$ cat config.mk
export PLATFORM = sky130hd
export DESIGN_NAME = alarm_irq_router
export DESIGN_NICKNAME = d
export VERILOG_FILES = /design/src/rtl/alarm_irq_pkg.sv /design/src/rtl/alarm_flag_bank.sv /design/src/rtl/irq_cfg_reg.sv /design/src/rtl/irq_pulse_timer.sv /design/src/rtl/alarm_irq_router.sv
export SDC_FILE = /design/constraint.sdc
export NUM_CORES = 1
export LEC_CHECK = 0
export BUFFER_PORTS_ARGS = -buffer_cell sky130_fd_sc_hd__buf_2
export CAP_MARGIN = 30
export CORE_AREA = 2 2 39 41
export DETAILED_ROUTE_END_ITERATION = 6
export DIE_AREA = 0 0 41 43
export MAX_ROUTING_LAYER = met4
export PLACE_DENSITY = 0.6
export SLEW_MARGIN = 20
export SYNTH_ARGS = -nofsm -noshare
export SYNTH_HDL_FRONTEND = slang
export SYNTH_SLANG_ARGS = --single-unit
$ cat constraint.sdc
create_clock -name clk -period 3.3 [get_ports clk]
set_input_delay 0.33 -clock clk [delete_from_list [all_inputs] [get_ports clk]]
set_output_delay 0.33 -clock clk [all_outputs]
set_load 0.02 [all_outputs]
$ cat src/rtl/alarm_irq_pkg.sv
package alarm_irq_pkg;
  localparam int NUM_SRC = 2;

  typedef enum logic {
    SRC_TOD = 1'b0,
    SRC_WDG = 1'b1
  } alarm_src_e;

  typedef struct packed {
    logic sel_wdg_a;
    logic level_a;
    logic b_high;
  } irq_cfg_t;

  localparam irq_cfg_t CFG_RESET = '{sel_wdg_a: 1'b0, level_a: 1'b0, b_high: 1'b0};
endpackage

$ cat src/rtl/alarm_flag_bank.sv
module alarm_flag_bank #(
  parameter int N = 2
) (
  input  logic         clk,
  input  logic         rst_n,
  input  logic [N-1:0] set_i,
  input  logic [N-1:0] clr_i,
  output logic [N-1:0] flag_o
);
  // one sticky flag per alarm; a set beats a clear in the same cycle
  for (genvar g = 0; g < N; g++) begin : g_flag
    always_ff @(posedge clk or negedge rst_n) begin
      if (!rst_n)          flag_o[g] <= 1'b0;
      else if (set_i[g])   flag_o[g] <= 1'b1;
      else if (clr_i[g])   flag_o[g] <= 1'b0;
    end
  end
endmodule

$ cat src/rtl/irq_cfg_reg.sv
module irq_cfg_reg
  import alarm_irq_pkg::*;
(
  input  logic     clk,
  input  logic     rst_n,
  input  irq_cfg_t cfg_i,
  output irq_cfg_t cfg_q,
  output logic     sel_change_o
);
  always_ff @(posedge clk or negedge rst_n) begin
    if (!rst_n) cfg_q <= CFG_RESET;
    else        cfg_q <= cfg_i;
  end

  // select differs from its captured value: it flips at the coming edge
  assign sel_change_o = cfg_i.sel_wdg_a ^ cfg_q.sel_wdg_a;
endmodule

$ cat src/rtl/irq_pulse_timer.sv
module irq_pulse_timer #(
  parameter int PULSE_LEN = 16,
  parameter int CNT_W     = $clog2(PULSE_LEN + 1)
) (
  input  logic             clk,
  input  logic             rst_n,
  input  logic             load_i,
  input  logic             cancel_i,
  output logic [CNT_W-1:0] cnt_o
);
  localparam logic [CNT_W-1:0] LOAD_VAL = CNT_W'(PULSE_LEN);

  always_ff @(posedge clk or negedge rst_n) begin
    if (!rst_n)              cnt_o <= '0;
    else if (cancel_i)       cnt_o <= '0;
    else if (load_i)         cnt_o <= LOAD_VAL;
    else if (cnt_o != '0)    cnt_o <= cnt_o - 1'b1;
  end
endmodule

$ cat src/rtl/alarm_irq_router.sv
module alarm_irq_router
  import alarm_irq_pkg::*;
#(
  parameter int PULSE_LEN = 16,
  localparam int CNT_W    = $clog2(PULSE_LEN + 1)
) (
  input  logic clk,
  input  logic rst_n,
  input  logic tod_evt,
  input  logic wdg_evt,
  input  logic tod_clr,
  input  logic wdg_clr,
  input  logic cfg_sel_wdg_a,
  input  logic cfg_level_a,
  input  logic cfg_b_high,
  output logic irq_a_pull,
  output logic irq_b_pull
);
  irq_cfg_t           cfg_in;
  irq_cfg_t           cfg_q;
  logic               sel_change;
  logic [NUM_SRC-1:0] evt_vec;
  logic [NUM_SRC-1:0] clr_vec;
  logic [NUM_SRC-1:0] flags;
  logic               tod_flag;
  logic               wdg_flag;
  logic               sel_q;
  logic               lvl_q;
  logic               pol_q;
  logic               a_evt_next;
  logic               pulse_load;
  logic               pulse_cancel;
  logic [CNT_W-1:0]   pulse_cnt;
  logic               pulse_on;
  logic               a_flag;
  logic               b_flag;
  logic               a_active;

  assign cfg_in = '{sel_wdg_a: cfg_sel_wdg_a, level_a: cfg_level_a, b_high: cfg_b_high};

  irq_cfg_reg u_cfg (
    .clk         (clk),
    .rst_n       (rst_n),
    .cfg_i       (cfg_in),
    .cfg_q       (cfg_q),
    .sel_change_o(sel_change)
  );

  assign sel_q = cfg_q.sel_wdg_a;
  assign lvl_q = cfg_q.level_a;
  assign pol_q = cfg_q.b_high;

  always_comb begin
    evt_vec          = '0;
    clr_vec          = '0;
    evt_vec[SRC_TOD] = tod_evt;
    evt_vec[SRC_WDG] = wdg_evt;
    clr_vec[SRC_TOD] = tod_clr;
    clr_vec[SRC_WDG] = wdg_clr;
  end

  alarm_flag_bank #(.N(NUM_SRC)) u_flags (
    .clk   (clk),
    .rst_n (rst_n),
    .set_i (evt_vec),
    .clr_i (clr_vec),
    .flag_o(flags)
  );

  assign tod_flag = flags[SRC_TOD];
  assign wdg_flag = flags[SRC_WDG];

  // pulse trigger follows the select value being captured this edge
  assign a_evt_next   = cfg_sel_wdg_a ? wdg_evt : tod_evt;
  assign pulse_load   = a_evt_next;
  assign pulse_cancel = cfg_level_a | (sel_change & ~a_evt_next);

  irq_pulse_timer #(.PULSE_LEN(PULSE_LEN), .CNT_W(CNT_W)) u_pulse (
    .clk     (clk),
    .rst_n   (rst_n),
    .load_i  (pulse_load),
    .cancel_i(pulse_cancel),
    .cnt_o   (pulse_cnt)
  );

  assign pulse_on = (pulse_cnt != '0);

  // output routing works from captured configuration only
  assign a_flag   = sel_q ? wdg_flag : tod_flag;
  assign b_flag   = sel_q ? tod_flag : wdg_flag;
  assign a_active = lvl_q ? a_flag : pulse_on;

  // open drain: 1 pulls the pin low
  assign irq_a_pull = a_active;
  assign irq_b_pull = b_flag ^ pol_q;
endmodule

Yosys cells after proc, flatten, opt, wreduce, memory -nomap -nowiden

Index checks and enable logic that the tools add are counted.

Add/subtract/negate cells: 1
Multiplexer cells: 11
Bitwise operators: 5
Reduce and logical (&&, ||, !) cells: 4

Operator list:

| kind                                              | count |
|---|---|
| two-way mux 5 bit                                 | 3 |
| two-way mux 1 bit                                 | 8 |
| nonzero test 5 bit                                | 1 |
| subtractor 5 x 1 -> 5 bit (second input constant) | 1 |
| nonzero test 2 bit                                | 2 |
| nonzero test 3 bit                                | 1 |
| XOR 1 bit                                         | 2 |
| bitwise AND 1 bit                                 | 1 |
| inverter 1 bit                                    | 1 |
| bitwise OR 1 bit                                  | 1 |

Flip-flop bits (word level): 10
Input port bits: 9
Output and inout port bits: 2

Logic depth before layout (Yosys ltp)

Gate-level depths: netlist (run 1).

Word-level depth: 5
Depth in mapped cells: 6

Hierarchy

From an unflattened synthesis (run 1), not the netlist that was laid out.

Cell total of the unflattened synthesis: 42
Area, all modules: 479.2 µm²

By module, submodules not included:

| module           | instances | cells each | area each (µm²) |
|---|---|---|---|
| irq_pulse_timer  | 1         | 23         | 246.5 |
| irq_cfg_reg      | 1         | 4          | 83.8 |
| alarm_irq_router | 1         | 9          | 76.3 |
| alarm_flag_bank  | 1         | 6          | 72.6 |

Least setup slack after synthesis (run 1)

Ideal clock, no wire load.

Path type: register to output
From: register u_pulse.cnt_o[0]
To: output irq_a_pull
Arrival time: 1346 ps
Setup slack: 1624 ps
Stages on the path, launching flop included: 7
Path buffers: 1
Cell sequence: dfrtp_1 inv_1 ha_1 or4b_1 buf_2 nor2_1 a21oi_1

Word-level cells in the longest chain between the ends: 2

RTL lines:

| element                  | RTL line               | text |
|---|---|---|
| start: declaration       | irq_pulse_timer.sv:9   | `output logic [CNT_W-1:0] cnt_o` |
| start signal: assignment | irq_pulse_timer.sv:17  | `else if (cnt_o != '0) cnt_o <= cnt_o - 1'b1;` |
| nonzero test 5 bit       | alarm_irq_router.sv:86 | `assign pulse_on = (pulse_cnt != '0);` |
| two-way mux 1 bit        | alarm_irq_router.sv:91 | `assign a_active = lvl_q ? a_flag : pulse_on;` |
| end: declaration         | alarm_irq_router.sv:16 | `output logic irq_a_pull,` |

No other way between the ends.

Worst setup path after layout (run 1)

Same ends and word-level chain as after synthesis.

==> run summary, run 1 <==
Status = complete, no violations
Syn Area/Cell = 10.6 sq um
Endpoints failing hold = 0
Setup tns final = 0 ns
Pre-CTS WS = 1.46 ns
Slew headroom = 0.765
Worst VDD drop = 0.227 mV
Initial Util = 0.346
Chip Height = 43 um
Drt total wl = 780 um
Antenna Nets Post-Route = 0
Clk sink count = 10
DR iter-0 viols = 2
CP Cell Sequence = inv_1, ha_1, or4b_1, nor2_1, a21oi_1, buf_2
Unique cell type count in the Yosys netlist = 20
First-pass GRT wire length = 1410 um
Max stage delay on crit path = 0.56 ns
Final critical-path required period = 2.11 ns
Ant. Diodes = 0
Final Net Count = 69
CTS resizes = 0
Seq/Total Area, Yosys = 0.522
Worst EP required = 2.97 ns
Startpoint Class = flop
Max-Cap Viols = 0
Final Cycle Share = 0.641
Final setup fails = 0
Clock Skew = 0.00416 ns
Die W = 41 um
Router iterations before antenna repair = 4
RSZ-0062 raised after global routing = no
Io pins = 11
DRC Markers = 0
Ys Warns = 0
Synth Net Count = 55
Routability cong. = 0.695
Initial antenna violation count = 0
GR Overflow Total = 0
Largest net degree at the start of global routing = 11
Worst-path clk slew = 0.06 ns
Final worst slack = 1.19 ns
WL/cell = 10.7 um
Max Transition Viols Final = 0
Core ar. = 1380 sq um
Crit-path max FO = 5
WS Path Type = reg -> out
PwrDens = 452 nW/um^2
Critical path endpoint category = output pin
Hold crit path type = in -> reg
Seq cells post-synth = 10
Top achievable clock speed = 0.473 GHz
Die area = 1760 sq um
CTS tree = built
Clk buf depth = 2
Buffers on Ports = 10
Lkg Pwr = 0.282 nW
Row cnt = 14
CTS buffer count = 3
GR Util All Layers = 0.134
CP Data Arrival Time = 1.78 ns
Slowest CP cell = or4b_1
H-tree levels = 1
Vias per inst = 4.71
Area Overhead vs Synth = 19.6%
Detailed placement HPWL = 620 um
Number of global-route vias before repair = 346
Post-Syn Area = 479 sq um
Root buf cell = clkbuf_4
Layout cells sized above 1 = 0.246
Actual slew at the worst max-slew pin = 0.352 ns
Via Count = 344
Worst-skew pair later-pin latency = 0.26 ns
Mapped Cells = 45
==> worst paths after layout <==
check	from	to	slack [ns]	depth (start not counted)
max	u_pulse.cnt_o[0]	irq_a_pull	1.19	6
min	cfg_b_high	u_cfg.cfg_q[0]	0.18	1
max reg2reg	u_pulse.cnt_o[0]	u_pulse.cnt_o[0]	1.74	5
min reg2reg	u_flags.flag_o[1]	u_flags.flag_o[1]	0.51	1
max in group asynchronous	rst_n	u_cfg.cfg_q[1]	2.65	2
min in group asynchronous	rst_n	u_pulse.cnt_o[4]	0.46	2
==> cells in the final DEF, fill, tap and decap left out, types with 2 or more instances in the layout <==
cell type and instances:
buf_2 10, xnor2_1 3, nor2_1 3, mux2i_1 3, a21o_1 2, dfrtp_1 10, inv_1 6, a21oi_1 4
nor3_1 2, clkbuf_4 3
==> registers in the layout, indices dropped and copies added, names as in the netlist <==
signal,count
u_cfg.cfg_q,3
u_flags.flag_o,2
u_pulse.cnt_o,5
==> layer usage <==
layer	up-vias	share of wire	global-route usage
li1	179	-	-
met4	0	0.044	0.120
met2	7	0.42	0.163
met3	5	0.028	0.0471
met5	-	0	-
met1	153	0.50	0.165
==> worst max-delay path: cells and delay by family, from the launching register on <==
family                   cells  cell delay [ns]
AO/OA/AOI/OAI                1             0.05
adder cells (fa/ha/maj)      1             0.17
buffers and inverters        2             0.21
flip-flops                   1             0.40
AND/OR/NAND/NOR              2             0.69
==> power breakdown <==
group / switching, mW / total [mW] / internal (mW)
Sequential: 0.00524 / 0.134 / 0.129
Clock: 0.0394 / 0.0815 / 0.0420
Combinational: 0.0232 / 0.0436 / 0.0204
Total: 0.0679 / 0.259 / 0.191
==> cells in the mapped netlist, drive strengths merged <==
library cell | n | area share
clkbuf | 1 | 0.0078
and3b | 1 | 0.018
nand2 | 1 | 0.0078
nor2 | 3 | 0.023
dfrtp | 10 | 0.52
inv | 6 | 0.047
a211oi | 1 | 0.026
a21o | 2 | 0.031
nand2b | 1 | 0.013
buf | 1 | 0.010
nor3 | 2 | 0.021
a21oi | 4 | 0.042
o211ai | 1 | 0.016
or4b | 1 | 0.021
mux2i | 3 | 0.063
nand3b | 1 | 0.016
xnor2 | 3 | 0.055
o311ai | 1 | 0.018
o21bai | 1 | 0.016
ha | 1 | 0.026
==> per-stage QoR <==
stage | util | cell area (sq um) | hold WS (ns) | power, mW | cells
after floorplan | - | 479 | 0.0344 | 0.166 | 45
after global placement | 0.391 | 541 | 0.203 | 0.179 | 69
after detailed placement | 0.391 | 541 | 0.202 | 0.180 | 69
after CTS | 0.414 | 573 | 0.170 | 0.264 | 73
after global routing | 0.414 | 573 | 0.161 | 0.277 | 73
final | 0.414 | 573 | 0.179 | 0.259 | 73
==> final cells by class <==
type | count | area [sq um]
Multi-Input combinational cell | 27 | 198
Fill cell | 141 | 811
Tap cell | 16 | 20.0
Sequential cell | 10 | 250
Inverter | 6 | 22.5
Timing Repair Buffer | 11 | 60.1
Clock buffer | 3 | 22.5
==> cell families (layout without fill, tap and decap cells) <==
group,after synthesis,in the layout,synth area share
flops,10,10,0.522
fa+ha+maj,1,1,0.0261
compound gates,10,10,0.149
buf+inv,8,20,0.0653
mux,3,3,0.0627
xor+xnor,3,3,0.0548
simple gates,10,10,0.120
==> repair_timing <==
item | in CTS | in global routing
hold endpoints to repair | 10 | 0
buffers inserted | 0 | 0
hold buffers | 1 | 0
No activity file was read; power rests on OpenSTA's default activity.
==> inputs of run 2 (changes only) <==
--- a/config.mk
+++ b/config.mk
@@ -11,7 +11,7 @@
 export DETAILED_ROUTE_END_ITERATION = 6
 export DIE_AREA = 0 0 41 43
 export MAX_ROUTING_LAYER = met4
-export PLACE_DENSITY = 0.6
+export PLACE_DENSITY = 0.62
 export SLEW_MARGIN = 20
 export SYNTH_ARGS = -nofsm -noshare
 export SYNTH_HDL_FRONTEND = slang
==> constraint.sdc (replaced) <==
create_clock -name clk -period 1.8 [get_ports clk]
set_input_delay 0.18 -clock clk [delete_from_list [all_inputs] [get_ports clk]]
set_output_delay 0.18 -clock clk [all_outputs]
set_load 0.02 [all_outputs]
==> run 2 against run 1 <==
  * The flow now finishes with violations (negative setup slack)
  * Die area unchanged
  * Flip-flop and latch count unchanged
  * Utilization up 2.8 points
  * Clock-buffer cell count unchanged
  * Via count up 9.9%
  * Clock power up 84%
  * Sequential share of layout area down 2.8 points
  * Critical path type unchanged
  * Critical endpoint unchanged
  * Largest cell class unchanged
==> run summary, run 2 (synthesized netlist as in run 1, its figures left out) <==
Number of global-route vias before repair = 385
Max-Cap Viols = 0
Status = finished with violations
Setup tns final = -0.0170 ns
Most frequent cells in the layout = dfrtp_1 (10), buf_2 (9), inv_1 (6)
Max stage delay on crit path = 0.47 ns
Die area = 1760 sq um
Ant. Diodes = 0
Io pins = 11
Violated checks = negative setup slack
Endpoints failing hold = 0
Worst-path clk slew = 0.06 ns
Max Transition Viols Final = 0
Cell Area, Placed = 548 sq um
GR Util All Layers = 0.147
Final setup fails = 1
Biggest regs = u_pulse.cnt_o: 5 flops, u_cfg.cfg_q: 3 flops, u_flags.flag_o: 2 flops
Finished Cell Area = 612 sq um
Worst VDD drop = 0.398 mV
Clk buf depth = 2
Top achievable clock speed = 0.550 GHz
Core Util, Final = 0.442
Crit-path max FO = 2
Hold crit path type = in -> reg
Row cnt = 14
GR Overflow Total = 0
Layout cells sized above 1 = 0.328
Drt total wl = 847 um
Number of flip-flops in the largest register = 5
Die W = 41 um
Clock Skew = 0.00528 ns
Final critical-path required period = 1.82 ns
RSZ-0062 raised after global routing = yes
DR iter-0 viols = 8
CP Data Arrival Time = 1.64 ns
Worst-skew pair later-pin latency = 0.27 ns
Overall Power = 0.494 mW
Most flops, register = u_pulse.cnt_o
Routability cong. = 0.706
Core ar. = 1380 sq um
Lkg Pwr = 0.302 nW
Final Net Count = 73
CTS buffer count = 3
Critical path endpoint category = output pin
Startpoint Class = flop
Buffers on Ports = 10
Antenna Nets Post-Route = 0
Final worst slack = -0.0170 ns
Worst EP required = 1.62 ns
Initial Util = 0.346
PwrDens = 808 nW/um^2
DRC Markers = 0
Root buf cell = clkbuf_4
Chip Height = 43 um
Router iterations before antenna repair = 4
Area Overhead vs Synth = 27.7%
CP Cell Sequence = inv_1, ha_2, or4b_4, nor2_1, a21oi_1, buf_4
CTS tree = built
Actual slew at the worst max-slew pin = 0.387 ns
Clk sink count = 10
Final Cycle Share = 1.01
Via Count = 378
Slew headroom = 0.742
H-tree levels = 1
Commonest non-fill, non-tap cell in the layout = dfrtp_1
WL/cell = 11.0 um
Slowest CP cell = or4b_4
Layout Cells excl Fill = 77
Largest net degree at the start of global routing = 11
Cell total after placement = 70
First-pass GRT wire length = 1560 um
WS Path Type = reg -> out
Initial antenna violation count = 0
Vias per inst = 4.91
## run 2: changes by cell type in the layout (fill, tap and decap cells not counted)
cell,previous run,this run
buf_4,0,5
buf_2,10,9
ha_1,1,0
ha_2,0,1
or4b_1,1,0
or4b_4,0,1
## run 2: final cells by class
cell class              instances  area [sq um]
inverters                       6          22.5
repair buffers                 15          92.6
clock buffers                   3          22.5
fillers                       141           772
well taps                      16          20.0
multi-input cells              27           204
flip-flops and latches         10           250
## run 2: critical path: cells and delay by family (launching register included)
family,cells,cell delay [ns]
buffers and inverters,2,0.22
DFF,1,0.37
and+or+nand+nor,2,0.57
adders and majority gates,1,0.17
AOI/OAI and AO/OA,1,0.05
## run 2: metal layers
metal | routed length (um) | global-route usage
met5 | 0 | -
met4 | 22 | 0.140
met2 | 435 | 0.188
met1 | 373 | 0.173
met3 | 16 | 0.0471
## run 2: worst paths after layout
path / startpoint / end / slack (ns) / cells after the start
min in group asynchronous: rst_n / u_pulse.cnt_o[3] / 0.30 / 2
max reg2reg: u_pulse.cnt_o[1] / u_pulse.cnt_o[0] / 0.26 / 6
max in group asynchronous: rst_n / u_cfg.cfg_q[0] / 1.31 / 2
min: cfg_b_high / u_cfg.cfg_q[0] / 0.02 / 1
min reg2reg: u_flags.flag_o[1] / u_flags.flag_o[1] / 0.50 / 1
max: u_pulse.cnt_o[1] / irq_a_pull / -0.02 / 6
## run 2: stage by stage
stage | hold WS, ns | worst slack (ns)
after detailed placement | 0.0515 | 0.200
after floorplan | -0.116 | 0.274
final | 0.0243 | -0.0170
after global routing | 0.0121 | -0.0871
after CTS | 0.0204 | -0.0221
after global placement | 0.0520 | 0.216
## run 2: power by group
group	total (mW)	internal [mW]	switching, mW
logic	0.0982	0.0508	0.0474
clock network	0.150	0.0771	0.0733
registers	0.245	0.236	0.00929
total	0.494	0.364	0.130
## run 2: repair_timing
| item | in CTS | in global routing |
|---|---|---|
| hold endpoints to repair | 10 | 0 |
| pin swaps | 2 | 1 |
| hold buffers | 1 | 0 |
| gates resized for setup | 3 | 0 |
| endpoints found under the setup margin | 1 | 1 |
| buffers inserted | 3 | 0 |
==> inputs of run 3 (changes only) <==
--- a/config.mk
+++ b/config.mk
@@ -15,4 +15,5 @@
 export SLEW_MARGIN = 20
 export SYNTH_ARGS = -nofsm -noshare
 export SYNTH_HDL_FRONTEND = slang
+export SYNTH_HIERARCHICAL = 1
 export SYNTH_SLANG_ARGS = --single-unit
==> run 3 against run 2 <==
  * The flow now finishes without violations
  * Critical endpoint is now u_pulse/cnt_o[1]
  * Non-clock buffer count is 4 lower
  * Sequential share of layout area is 2.1 points higher
  * Final area is 4.9% lower
  * First-iteration DRC count is 100% lower
  * Clock-buffer cell count stayed put
  * Clock power hardly changed
  * Via count is 9.3% lower
  * Synthesized area stayed put
  * Critical path depth is 2 lower
==> run summary, run 3 <==
Status = complete, no violations
Unique cell type count in the Yosys netlist = 17
GR Util All Layers = 0.143
Ys Warns = 6
Reg-to-reg slack, setup = 0.12 ns
H-tree levels = 1
Clock power frac = 0.273
Initial antenna violation count = 0
Seq cells post-synth = 10
Detailed placement HPWL = 643 um
Syn Area/Cell = 11.4 sq um
Die W = 41 um
Chip Height = 43 um
Cell taking the most area after synthesis = dfrtp_1
Hold EP = u_cfg/cfg_q[0]
Initial Util = 0.346
Clock Skew = 0.00660 ns
Drt total wl = 865 um
Finished Cell Area = 582 sq um
Cell Area, Placed = 549 sq um
Seq/Total Area, Yosys = 0.522
CP Data Arrival Time = 1.83 ns
Final Cycle Share = 0.935
Worst EP required = 1.95 ns
Layout Cells excl Fill = 72
Actual slew at the worst max-slew pin = 0.265 ns
Max-Cap Viols = 0
Largest net degree at the start of global routing = 11
Routability cong. = 0.675
WS Path Type = reg -> reg
Clk buf depth = 2
Vias per inst = 4.76
Most numerous cell in the Yosys netlist = dfrtp_1
DR iter-0 viols = 0
Most frequent cells in the layout = buf_2 (10), dfrtp_1 (10), inv_1 (5), nor2_1 (5)
Synth top area share = 0.522
Hold crit path type = in -> reg
Hold wc startpoint = cfg_b_high
PwrDens = 964 nW/um^2
Antenna Nets Post-Route = 0
Sequential Power Share = 0.464
Most flops, register = u_pulse/cnt_o
Cell total after placement = 68
Worst r2r path cells = 4
Worst r2r src = u_pulse/cnt_o[0]
Final setup fails = 0
Mapped Cells = 42
Post-Syn Area = 479 sq um
Sw Share = 0.297
Synth cell count leaders = dfrtp_1 (10), inv_1 (5), nor2_1 (5), nor3_1 (4), xnor2_1 (4)
Lkg Pwr = 0.286 nW
Fillers = 133
Most used flip-flop cell after synthesis = dfrtp_1
Endpoints failing hold = 0
Top achievable clock speed = 0.594 GHz
RSZ-0062 raised after global routing = no
DRC Markers = 0
Crit-path max FO = 4
Largest cells by area after synthesis = dfrtp_1 (52%), xnor2_1 (7.3%), mux2i_1 (4.2%)
Startpoint Class = flop
Net Switching = 0.167 mW
Internal power = 0.394 mW
Number of flip-flops in the largest register = 5
Biggest regs = u_pulse/cnt_o: 5 flops, u_cfg/cfg_q: 3 flops, u_flags/flag_o: 2 flops
Worst VDD drop = 0.515 mV
CTS resizes = 0
Hold path depth = 1
Number of global-route vias before repair = 345
First-pass GRT wire length = 1500 um
Critical path endpoint category = flop
Io pins = 11
Clk sink count = 10
GR Overflow Total = 0
Worst-path clk slew = 0.07 ns
Setup tns final = 0 ns
CTS tree = built
Area Overhead vs Synth = 21.4%
Final critical-path required period = 1.68 ns
Via Count = 343
Router iterations before antenna repair = 1
Reg-to-Reg End = u_pulse/cnt_o[1]
Comb power frac = 0.263
Post-synth EDFFs = 0
Worst-skew pair later-pin latency = 0.26 ns
Die area = 1760 sq um
Slew headroom = 0.823
Max Transition Viols Final = 0
Layout cells sized above 1 = 0.321
CTS buffer count = 3
Buffers on Ports = 10
Row cnt = 14
Ant. Diodes = 0
Root buf cell = clkbuf_4
WL/cell = 12.0 um
Synth async-reset ratio = 1.00
Final Net Count = 68
Synth Net Count = 52
Core ar. = 1380 sq um
## run 3: worst max path at each step
stage,startpoint,to,slack [ns],cells after the start
5_1_grt,u_pulse/cnt_o[0],u_pulse/cnt_o[1],0.07,4
3_3_place_gp,u_pulse/cnt_o[0],u_pulse/cnt_o[1],0.20,4
4_1_cts,u_pulse/cnt_o[0],u_pulse/cnt_o[1],0.12,4
3_5_place_dp,u_pulse/cnt_o[0],u_pulse/cnt_o[1],0.14,4
6_report,u_pulse/cnt_o[0],u_pulse/cnt_o[1],0.12,4
2_1_floorplan,u_pulse/cnt_o[0],u_pulse/cnt_o[1],0.23,4
## run 3: repair_timing
action                                 CTS  global route
endpoints found under the hold margin   10             0
hold buffers                             1             0
setup buffers                            0             0
setup endpoints to repair                0             0
## run 3: critical path, cell delays in order (launching register included)
cell,delay [ns]
dfrtp_1,0.42
inv_1,0.08
ha_1,0.19
or4b_4,0.51
a2111oi_2,0.37
## run 3: per-stage QoR
stage                     setup slack (ns)  hold slack, ns   util  power [mW]
final                                0.118          0.0150  0.420       0.561
after global routing                0.0661         0.00701  0.420       0.592
after CTS                            0.125          0.0116  0.420       0.567
after detailed placement             0.141          0.0531  0.397       0.410
after global placement               0.202          0.0562  0.397       0.408
after floorplan                      0.234          -0.116      -       0.371
## run 3: cell families after synthesis
family                   after synthesis  share of synthesized area
flip-flops                            10                      0.522
adder cells (fa/ha/maj)                1                     0.0261
multiplexers                           3                     0.0731
AND/OR/NAND/NOR                       12                      0.136
AO/OA/AOI/OAI                          6                      0.112
buffers and inverters                  5                     0.0392
XOR/XNOR                               5                     0.0914
## run 3: layout make-up
cell class	instances	area, sq um	area share
Sequential cell	10	250	0.430
Timing Repair Buffer	11	60.1	0.103
Inverter	5	18.8	0.0323
Multi-Input combinational cell	27	210	0.361
Clock buffer	3	22.5	0.0387
Tap cell	16	20.0	0.0344
## run 3: per-layer routing
layer / vias up / track usage / part of all wire
li1: 169 / - / -
met1: 163 / 0.178 / 0.47
met2: 7 / 0.175 / 0.43
met3: 4 / 0.0524 / 0.057
met4: 0 / 0.120 / 0.042
met5: - / - / 0
## run 3: power groups by stage
stage,combinational [mW],sequential [mW],clock (mW)
floorplan,0.111,0.260,0
global placement,0.144,0.264,0
detailed placement,0.146,0.265,0
CTS,0.148,0.260,0.159
global route,0.161,0.263,0.168
finish,0.147,0.260,0.153
